[src/rtl/nvm_pkg.sv]
// Shared register addresses, control bit positions, unlock keys and
// unlock state type for the nonvolatile access controller.
package nvm_pkg;
    localparam logic [2:0] RA_CTRL = 3'd0;
    localparam logic [2:0] RA_UNLK = 3'd1;
    localparam logic [2:0] RA_DLO  = 3'd2;
    localparam logic [2:0] RA_DHI  = 3'd3;
    localparam logic [2:0] RA_ALO  = 3'd4;
    localparam logic [2:0] RA_AHI  = 3'd5;

    localparam int B_RD   = 0;
    localparam int B_WR   = 1;
    localparam int B_WEN  = 2;
    localparam int B_ERR  = 3;
    localparam int B_DONE = 4;
    localparam int B_SEL  = 7;

    localparam logic [7:0] KEY_FIRST  = 8'h55;
    localparam logic [7:0] KEY_SECOND = 8'hAA;

    typedef enum logic [1:0] {
        UL_IDLE = 2'd0,
        UL_HALF = 2'd1,
        UL_OPEN = 2'd2
    } unlock_e;
endpackage

[src/rtl/nvm_unlock.sv]
// Unlock sequence detector.
// Tracks bus writes only and ignores idle cycles. "armed" is high when
// the two most recent bus writes were the first key and then the second
// key to the unlock register. Any further bus write drops "armed".
// Assumes: hit is qualified by the caller as a write to the unlock register.
module nvm_unlock (
    input  logic       clk,
    input  logic       run_n,
    input  logic       bus_wr,
    input  logic       hit,
    input  logic [7:0] wdata,
    output logic       armed
);
    import nvm_pkg::*;

    unlock_e st_q;

    // Advance the key detector on every bus write.
    always_ff @(posedge clk) begin
        if (!run_n) begin
            st_q <= UL_IDLE;
        end else if (bus_wr) begin
            if (hit && wdata == KEY_FIRST)
                st_q <= UL_HALF;
            else if (hit && wdata == KEY_SECOND && st_q == UL_HALF)
                st_q <= UL_OPEN;
            else
                st_q <= UL_IDLE;
        end
    end

    assign armed = (st_q == UL_OPEN);


    armed_after_key_chk: assert property (@(posedge clk) disable iff (!run_n)
        $rose(armed) |-> $past(bus_wr && hit && wdata == KEY_SECOND));
endmodule

[src/rtl/nvm_wr_timer.sv]
// Write timer.
// Runs for CYCLES clocks after start. It pulses "erase" at the midpoint
// and "finish" on the last cycle, where the byte is programmed.
// Assumes: CYCLES >= 4, and start is only asserted while not busy.
module nvm_wr_timer #(
    parameter int CYCLES = 64
) (
    input  logic clk,
    input  logic run_n,
    input  logic start,
    output logic busy,
    output logic erase,
    output logic finish
);
    localparam int CNT_W = $clog2(CYCLES);
    localparam logic [CNT_W-1:0] LAST     = CNT_W'(CYCLES - 1);
    localparam logic [CNT_W-1:0] ERASE_AT = CNT_W'(CYCLES / 2 - 1);

    logic [CNT_W-1:0] cnt_q;

    // Count the cycles of a running write and stop after the last one.
    always_ff @(posedge clk) begin
        if (!run_n) begin
            busy  <= 1'b0;
            cnt_q <= '0;
        end else if (start) begin
            busy  <= 1'b1;
            cnt_q <= '0;
        end else if (busy) begin
            if (cnt_q == LAST) begin
                busy  <= 1'b0;
                cnt_q <= '0;
            end else begin
                cnt_q <= cnt_q + 1'b1;
            end
        end
    end

    assign erase  = busy && (cnt_q == ERASE_AT);
    assign finish = busy && (cnt_q == LAST);


    cnt_bound_chk: assert property (@(posedge clk) disable iff (!run_n)
        !busy |-> cnt_q == '0);

    finish_ends_chk: assert property (@(posedge clk) disable iff (!run_n)
        finish |=> !busy);
endmodule

[src/rtl/nvm_data_store.sv]
// Behavioural byte-wide data store.
// An erase sets the addressed byte to 0xFF. A commit stores the new
// byte. Reads are combinational. Power-on reset erases every byte.
// Assumes: erase and commit never occur in the same cycle.
module nvm_data_store #(
    parameter int AW = 8
) (
    input  logic          clk,
    input  logic          por_n,
    input  logic          erase,
    input  logic          commit,
    input  logic [AW-1:0] addr,
    input  logic [7:0]    wdata,
    output logic [7:0]    rdata
);
    localparam int DEPTH = 1 << AW;

    logic [7:0] mem [DEPTH];

    // Apply power-on erase, erase step and program step.
    always_ff @(posedge clk) begin
        if (!por_n) begin
            for (int i = 0; i < DEPTH; i++) mem[i] <= 8'hFF;
        end else if (erase) begin
            mem[addr] <= 8'hFF;
        end else if (commit) begin
            mem[addr] <= wdata;
        end
    end

    assign rdata = mem[addr];


    program_on_erased_chk: assert property (@(posedge clk) disable iff (!por_n)
        commit |-> mem[addr] == 8'hFF);
endmodule

[src/rtl/nvm_prog_rom.sv]
// Read-only program store.
// The contents are computed from the address as
// word = addr*MULT + SEED, truncated to DW bits, so no storage array
// is needed.
// Assumes: DW >= AW.
module nvm_prog_rom #(
    parameter int          AW   = 12,
    parameter int          DW   = 14,
    parameter int          MULT = 37,
    parameter logic [DW-1:0] SEED = 14'h2A5C
) (
    input  logic [AW-1:0] addr,
    output logic [DW-1:0] word
);
    logic [DW-1:0] a_ext;

    // Produce the stored word for the given address.
    always_comb begin
        a_ext = DW'(addr);
        word  = a_ext * DW'(MULT) + SEED;
    end
endmodule

[src/rtl/nvm_access_ctrl.sv]
// Nonvolatile memory access controller, top level.
// Holds the bus register file, starts reads and guarded writes, and
// keeps the write error and completion flags.
// Assumes: at most one bus write per cycle. rst_n is a functional reset
// and por_n is the power-on reset. Both are synchronous and active low.
module nvm_access_ctrl #(
    parameter int          DATA_AW   = 8,
    parameter int          PROG_AW   = 12,
    parameter int          PROG_DW   = 14,
    parameter int          WR_CYCLES = 64,
    parameter int          PROG_MULT = 37,
    parameter logic [13:0] PROG_SEED = 14'h2A5C
) (
    input  logic       clk,
    input  logic       por_n,
    input  logic       rst_n,
    input  logic       bus_wr,
    input  logic [2:0] bus_addr,
    input  logic [7:0] bus_wdata,
    output logic [7:0] bus_rdata,
    output logic       done_irq
);
    import nvm_pkg::*;

    localparam int AHI_W = PROG_AW - 8;
    localparam int DHI_W = PROG_DW - 8;

    logic             run_n;
    logic             wr_ctrl, wr_unlk, wr_dlo, wr_dhi, wr_alo, wr_ahi;
    logic             sel_prog_q, wr_en_q, err_q, done_q, rd_go_q;
    logic [7:0]       alo_q, dlo_q;
    logic [AHI_W-1:0] ahi_q;
    logic [DHI_W-1:0] dhi_q;
    logic             wr_busy, wr_erase, wr_finish, armed;
    logic             rd_start, wr_start;
    logic [7:0]       store_rdata;
    logic [PROG_DW-1:0] prog_word;

    assign run_n   = rst_n & por_n;
    assign wr_ctrl = bus_wr && bus_addr == RA_CTRL;
    assign wr_unlk = bus_wr && bus_addr == RA_UNLK;
    assign wr_dlo  = bus_wr && bus_addr == RA_DLO;
    assign wr_dhi  = bus_wr && bus_addr == RA_DHI;
    assign wr_alo  = bus_wr && bus_addr == RA_ALO;
    assign wr_ahi  = bus_wr && bus_addr == RA_AHI;

    assign rd_start = wr_ctrl && bus_wdata[B_RD] && !wr_busy && !rd_go_q;
    assign wr_start = wr_ctrl && bus_wdata[B_WR] && armed && wr_en_q
                      && !sel_prog_q && !wr_busy;

    nvm_unlock u_unlock (
        .clk   (clk),
        .run_n (run_n),
        .bus_wr(bus_wr),
        .hit   (wr_unlk),
        .wdata (bus_wdata),
        .armed (armed)
    );

    nvm_wr_timer #(.CYCLES(WR_CYCLES)) u_timer (
        .clk   (clk),
        .run_n (run_n),
        .start (wr_start),
        .busy  (wr_busy),
        .erase (wr_erase),
        .finish(wr_finish)
    );

    nvm_data_store #(.AW(DATA_AW)) u_dstore (
        .clk   (clk),
        .por_n (por_n),
        .erase (wr_erase),
        .commit(wr_finish),
        .addr  (alo_q[DATA_AW-1:0]),
        .wdata (dlo_q),
        .rdata (store_rdata)
    );

    nvm_prog_rom #(.AW(PROG_AW), .DW(PROG_DW), .MULT(PROG_MULT),
                   .SEED(PROG_SEED)) u_prom (
        .addr({ahi_q, alo_q}),
        .word(prog_word)
    );

    // Control bits: store select, write enable, read start, done flag.
    always_ff @(posedge clk) begin
        if (!run_n) begin
            sel_prog_q <= 1'b0;
            wr_en_q    <= 1'b0;
            rd_go_q    <= 1'b0;
            done_q     <= 1'b0;
        end else begin
            if (wr_ctrl && !wr_busy) sel_prog_q <= bus_wdata[B_SEL];
            if (wr_ctrl) wr_en_q <= bus_wdata[B_WEN];
            if (rd_go_q) rd_go_q <= 1'b0;
            else if (rd_start) rd_go_q <= 1'b1;
            if (wr_finish) done_q <= 1'b1;
            else if (wr_ctrl && !bus_wdata[B_DONE]) done_q <= 1'b0;
        end
    end

    // Error flag: set by a functional reset that cuts a write short.
    always_ff @(posedge clk) begin
        if (!por_n) err_q <= 1'b0;
        else if (!rst_n) err_q <= err_q | wr_busy;
        else if (wr_ctrl && !bus_wdata[B_ERR]) err_q <= 1'b0;
    end

    // Address registers: loaded from the bus unless a write is in progress.
    always_ff @(posedge clk) begin
        if (!run_n) begin
            alo_q <= '0;
            ahi_q <= '0;
        end else if (!wr_busy) begin
            if (wr_alo) alo_q <= bus_wdata;
            if (wr_ahi) ahi_q <= bus_wdata[AHI_W-1:0];
        end
    end

    // Data registers: loaded by a finished read, otherwise from the bus when idle.
    always_ff @(posedge clk) begin
        if (!run_n) begin
            dlo_q <= '0;
            dhi_q <= '0;
        end else if (rd_go_q) begin
            if (sel_prog_q) begin
                dlo_q <= prog_word[7:0];
                dhi_q <= prog_word[PROG_DW-1:8];
            end else begin
                dlo_q <= store_rdata;
            end
        end else if (!wr_busy) begin
            if (wr_dlo) dlo_q <= bus_wdata;
            if (wr_dhi) dhi_q <= bus_wdata[DHI_W-1:0];
        end
    end

    // Register read multiplexer.
    always_comb begin
        case (bus_addr)
            RA_CTRL: bus_rdata = {sel_prog_q, 2'b00, done_q, err_q,
                                  wr_en_q, wr_busy, rd_go_q};
            RA_DLO:  bus_rdata = dlo_q;
            RA_DHI:  bus_rdata = 8'(dhi_q);
            RA_ALO:  bus_rdata = alo_q;
            RA_AHI:  bus_rdata = 8'(ahi_q);
            default: bus_rdata = 8'h00;
        endcase
    end

    assign done_irq = done_q;


    rd_one_cycle_chk: assert property (@(posedge clk) disable iff (!run_n)
        rd_go_q |=> !rd_go_q);

    wr_needs_en_chk: assert property (@(posedge clk) disable iff (!run_n)
        $rose(wr_busy) |-> $past(wr_en_q));

    no_prog_write_chk: assert property (@(posedge clk) disable iff (!run_n)
        wr_busy |-> !sel_prog_q);

    addr_frozen_chk: assert property (@(posedge clk) disable iff (!run_n)
        (wr_busy && $past(wr_busy)) |-> ($stable(alo_q) && $stable(dlo_q)));

    err_sticky_chk: assert property (@(posedge clk) disable iff (!por_n)
        (!rst_n && wr_busy) |=> err_q);

    unlock_reads_zero_chk: assert property (@(posedge clk) disable iff (!run_n)
        (bus_addr == RA_UNLK) |-> bus_rdata == 8'h00);
endmodule

[config.mk]
export PLATFORM = sky130hd
export DESIGN_NAME = nvm_access_ctrl
export DESIGN_NICKNAME = d
export VERILOG_FILES = /design/src/rtl/nvm_pkg.sv /design/src/rtl/nvm_unlock.sv /design/src/rtl/nvm_wr_timer.sv /design/src/rtl/nvm_data_store.sv /design/src/rtl/nvm_prog_rom.sv /design/src/rtl/nvm_access_ctrl.sv
export SDC_FILE = /design/constraint.sdc
export NUM_CORES = 2
export LEC_CHECK = 0
export BUFFER_PORTS_ARGS = -buffer_cell sky130_fd_sc_hd__buf_2
export CORE_MARGIN = 1
export CORE_UTILIZATION = 55
export CTS_BUF_LIST = sky130_fd_sc_hd__clkbuf_8
export DETAILED_ROUTE_END_ITERATION = 10
export PLACE_DENSITY_LB_ADDON = 0.1
export SETUP_SLACK_MARGIN = 0.5
export SLEW_MARGIN = 5
export SYNTH_ARGS = -nofsm -noshare
export SYNTH_HDL_FRONTEND = slang
export SYNTH_SLANG_ARGS = --single-unit
[constraint.sdc]
create_clock -name clk -period 7.53 [get_ports clk]
set_clock_uncertainty 0.15 [all_clocks]
set_input_delay 0.753 -clock clk [delete_from_list [all_inputs] [get_ports clk]]
set_output_delay 0.753 -clock clk [all_outputs]
set_load 0.01 [all_outputs]
==> impl_metrics.yaml <==
outcome:
  status: "finished, final reports clean"
sta:
  finalSetupViolCount: 0
  fmax_mhz: 210
  whs_ns: 0.162
  min_period_ns: 4.76
  slew_headroom_pct: 7.60
  grt_setup_unrepaired: "no"
  finalHoldViolCount: 0
  worst_pin_slew_ns: 1.37
  post-route-period-util_pct: 63.2
  finalMaxSlewViolations: 0
  finalSetupTns_ns: 0
clock_network:
  path_clk_slew_ns: 0.06
  tritoncts: "built"
  htreeDepth: 5
  cts_hold_buf: 12
  cts_resized: 0
  clk_path_buf_depth: 4
  root_buffer: "clkbuf_8"
  postCtsSetupRepairBufs: 0
  worstSkewPairLatency_ns: 1.08
  clock_sinks: 2096
  cts_buffers: 354
routing:
  drc: 0
  firstDrtPassIters: 7
  wl_met3_um: 38600
  wl_met2_um: 127000
  wirelength_um: 289000
  route.antenna.remaining_nets: 0
  top_layer_used: "met5"
  vias_per_cell: 6.50
  routedWlPerCell_um: 31.3
  drt_iter0_drc: 9375
  m1WireLength_um: 110000
  dr_total_vias: 60111
synthesis:
  yosys_register_bits: 2096
  synthCells: 6722
  syn_area_um2: 93300
  ys.flop_type: "edfxtp_1"
  syn_avg_cell_area_um2: 13.9
  ys_seq_area_share_pct: 66.9
  synth.distinct_cells: 67
  async_reset_ff_share_pct: 0
  synth_edf_count: 2048
  syn_nets: 6793
  synth_warnings: 0
die:
  die_w_um: 414
  core_region_area_um2: 168000
  die_area_um2: 171000
  ioPinCount: 24
  die_h_um: 414
  row_count: 150
  start_util_pct: 55.6
finish:
  mostFrequentLayoutCell: "nand2_1"
  nNetsFinal: 6867
  area_growth_pct: 9.47
  final.fill_count: 12876
  drive_above_1_share_pct: 17.3
  layout_common_cells: "nand2_1, edfxtp_1, mux4_2"
  fin_area_um2: 102000
placement:
  placed_area_um2: 95800
  port_buffers: 23
  dpl.hpwl_um: 182000
  place_congestion: 0.919
critical_path:
  r2r_cells: 7
  cp-end-kind: "flop"
  cp_num_buf_inv: 1
  worstPathMaxFanout: 22
  timing.rr.start: "u_timer.cnt_q[0]"
  crit_start: "u_timer.cnt_q[0]"
  reg2reg_to: "u_dstore.mem[77][2]"
  slowest_delay_ns: 1.27
  crit_type: "flop to flop"
  startpoint_type: "flop"
  path_cells: "ha_1 > nand2_1 > nor2_1 > and3_1 > buf_4 > nand3_1 > o21ai_0"
  rrSetupSlack_ns: 2.77
  cp.required_ns: 8.01
  arrival_ns: 5.25
  cp_slowest_cell: "o21ai_0"
  critical-path-top-delay-family: "simple AND/OR/NAND/NOR gates"
grt:
  grt-ovfl-total: 0
  grt_max_degree: 139
  grt_first_pass_wirelength_um: 411000
  gr-usage-all-layers_pct: 33.9
  grt_pass1_vias: 56940
  antenna_found_initial: 13
power:
  finalPower_mw: 23.9
  power_density_nw_per_um2: 234
  p_leak_nw: 31.5
  vdd_drop_max_uv: 221
hold_path:
  min-delay-start: "bus_addr[0]"
  hold_class: "input port to flop"
  hold_end: "u_unlock.st_q[1]"
  hold_depth: 5
job:
  drv_cap: 0
through the flow:
| step | std cells | setup WS, ns | util (%) |
|---|---|---|---|
| 2_1_floorplan | 6722 | 4.00 | - |
| 3_3_place_gp | 8631 | 2.91 | 57.1 |
| 3_5_place_dp | 8632 | 2.73 | 57.1 |
| 4_1_cts | 9242 | 2.91 | 60.9 |
| 5_1_grt | 9243 | 2.61 | 60.9 |
| 6_report | 9252 | 2.77 | 60.9 |
registers in the layout, indices dropped and copies added (netlist names), named ones only:
register,cells
ahi_q,4
alo_q,8
dhi_q,6
dlo_q,8
done_irq,1
err_q,1
rd_go_q,1
sel_prog_q,1
u_dstore.mem,2048
u_timer.busy,1
u_timer.cnt_q,6
u_unlock.st_q,2
wr_en_q,1
final cells by class:
| type | instances | area [um2] | area share (%) |
|---|---|---|---|
| antenna | 10 | 25.0 | 0.0245 |
| clock buffer | 364 | 5010 | 4.90 |
| clock inverter | 234 | 1230 | 1.21 |
| inverter | 38 | 148 | 0.144 |
| multi-input combinational | 4055 | 28300 | 27.7 |
| sequential | 2096 | 62500 | 61.1 |
| tap | 2204 | 2760 | 2.70 |
| timing repair buffer | 251 | 2180 | 2.13 |
cell usage after synthesis (all sizes together), types with 32 or more instances:
| cell | n | area, um2 |
|---|---|---|
| a21oi | 50 | 250 |
| mux2i | 143 | 1430 |
| clkbuf | 370 | 1390 |
| dfxtp | 48 | 961 |
| nor2 | 333 | 1250 |
| buf | 163 | 1080 |
| nand3 | 77 | 385 |
| nor3 | 32 | 160 |
| ha | 44 | 551 |
| o21ai | 282 | 1410 |
| nand2 | 2234 | 8390 |
| edfxtp | 2048 | 61500 |
| o22ai | 41 | 257 |
| inv | 36 | 135 |
| mux4 | 521 | 11700 |
metal layers:
metal | global-route usage [%] | up-vias
met4 | 14.4 | 14
li1 | - | 24889
met3 | 10.2 | 665
met1 | 48.3 | 30391
met5 | 0 | -
met2 | 48.7 | 4152
how the worst max path moves through the flow:
stage,slack (ns),end,cells past startpoint
floorplan,4.00,dhi_q[5],14
global placement,2.91,u_dstore.mem[78][0],5
detailed placement,2.73,u_dstore.mem[69][0],5
CTS,2.91,dlo_q[6],8
global route,2.61,u_dstore.mem[69][4],7
finish,2.77,u_dstore.mem[77][2],7
power breakdown:
group / internal, mW / switching, mW
logic: 0.338 / 0.561
clock network: 4.82 / 4.60
registers: 13.3 / 0.200
logic make-up (layout without fill, tap and decap cells):
| logic type | Yosys count | in the layout | synth area share [%] |
|---|---|---|---|
| fa+ha+maj | 56 | 56 | 0.847 |
| buf+inv | 571 | 887 | 2.80 |
| other cells | 0 | 10 | 0 |
| xor+xnor | 13 | 13 | 0.122 |
| flops | 2096 | 2096 | 66.9 |
| compound gates | 528 | 528 | 3.40 |
| simple gates | 2779 | 2779 | 11.6 |
| mux | 679 | 679 | 14.3 |
worst reg2reg max path, stage by stage, from the launching register on:
cell     delay [ns]
dfxtp_1        0.36
ha_1           0.21
nand2_1        0.07
nor2_1         0.45
and3_1         0.69
buf_4          0.27
nand3_1        0.83
o21ai_0        1.29
Power figures use the tool's default switching activity.
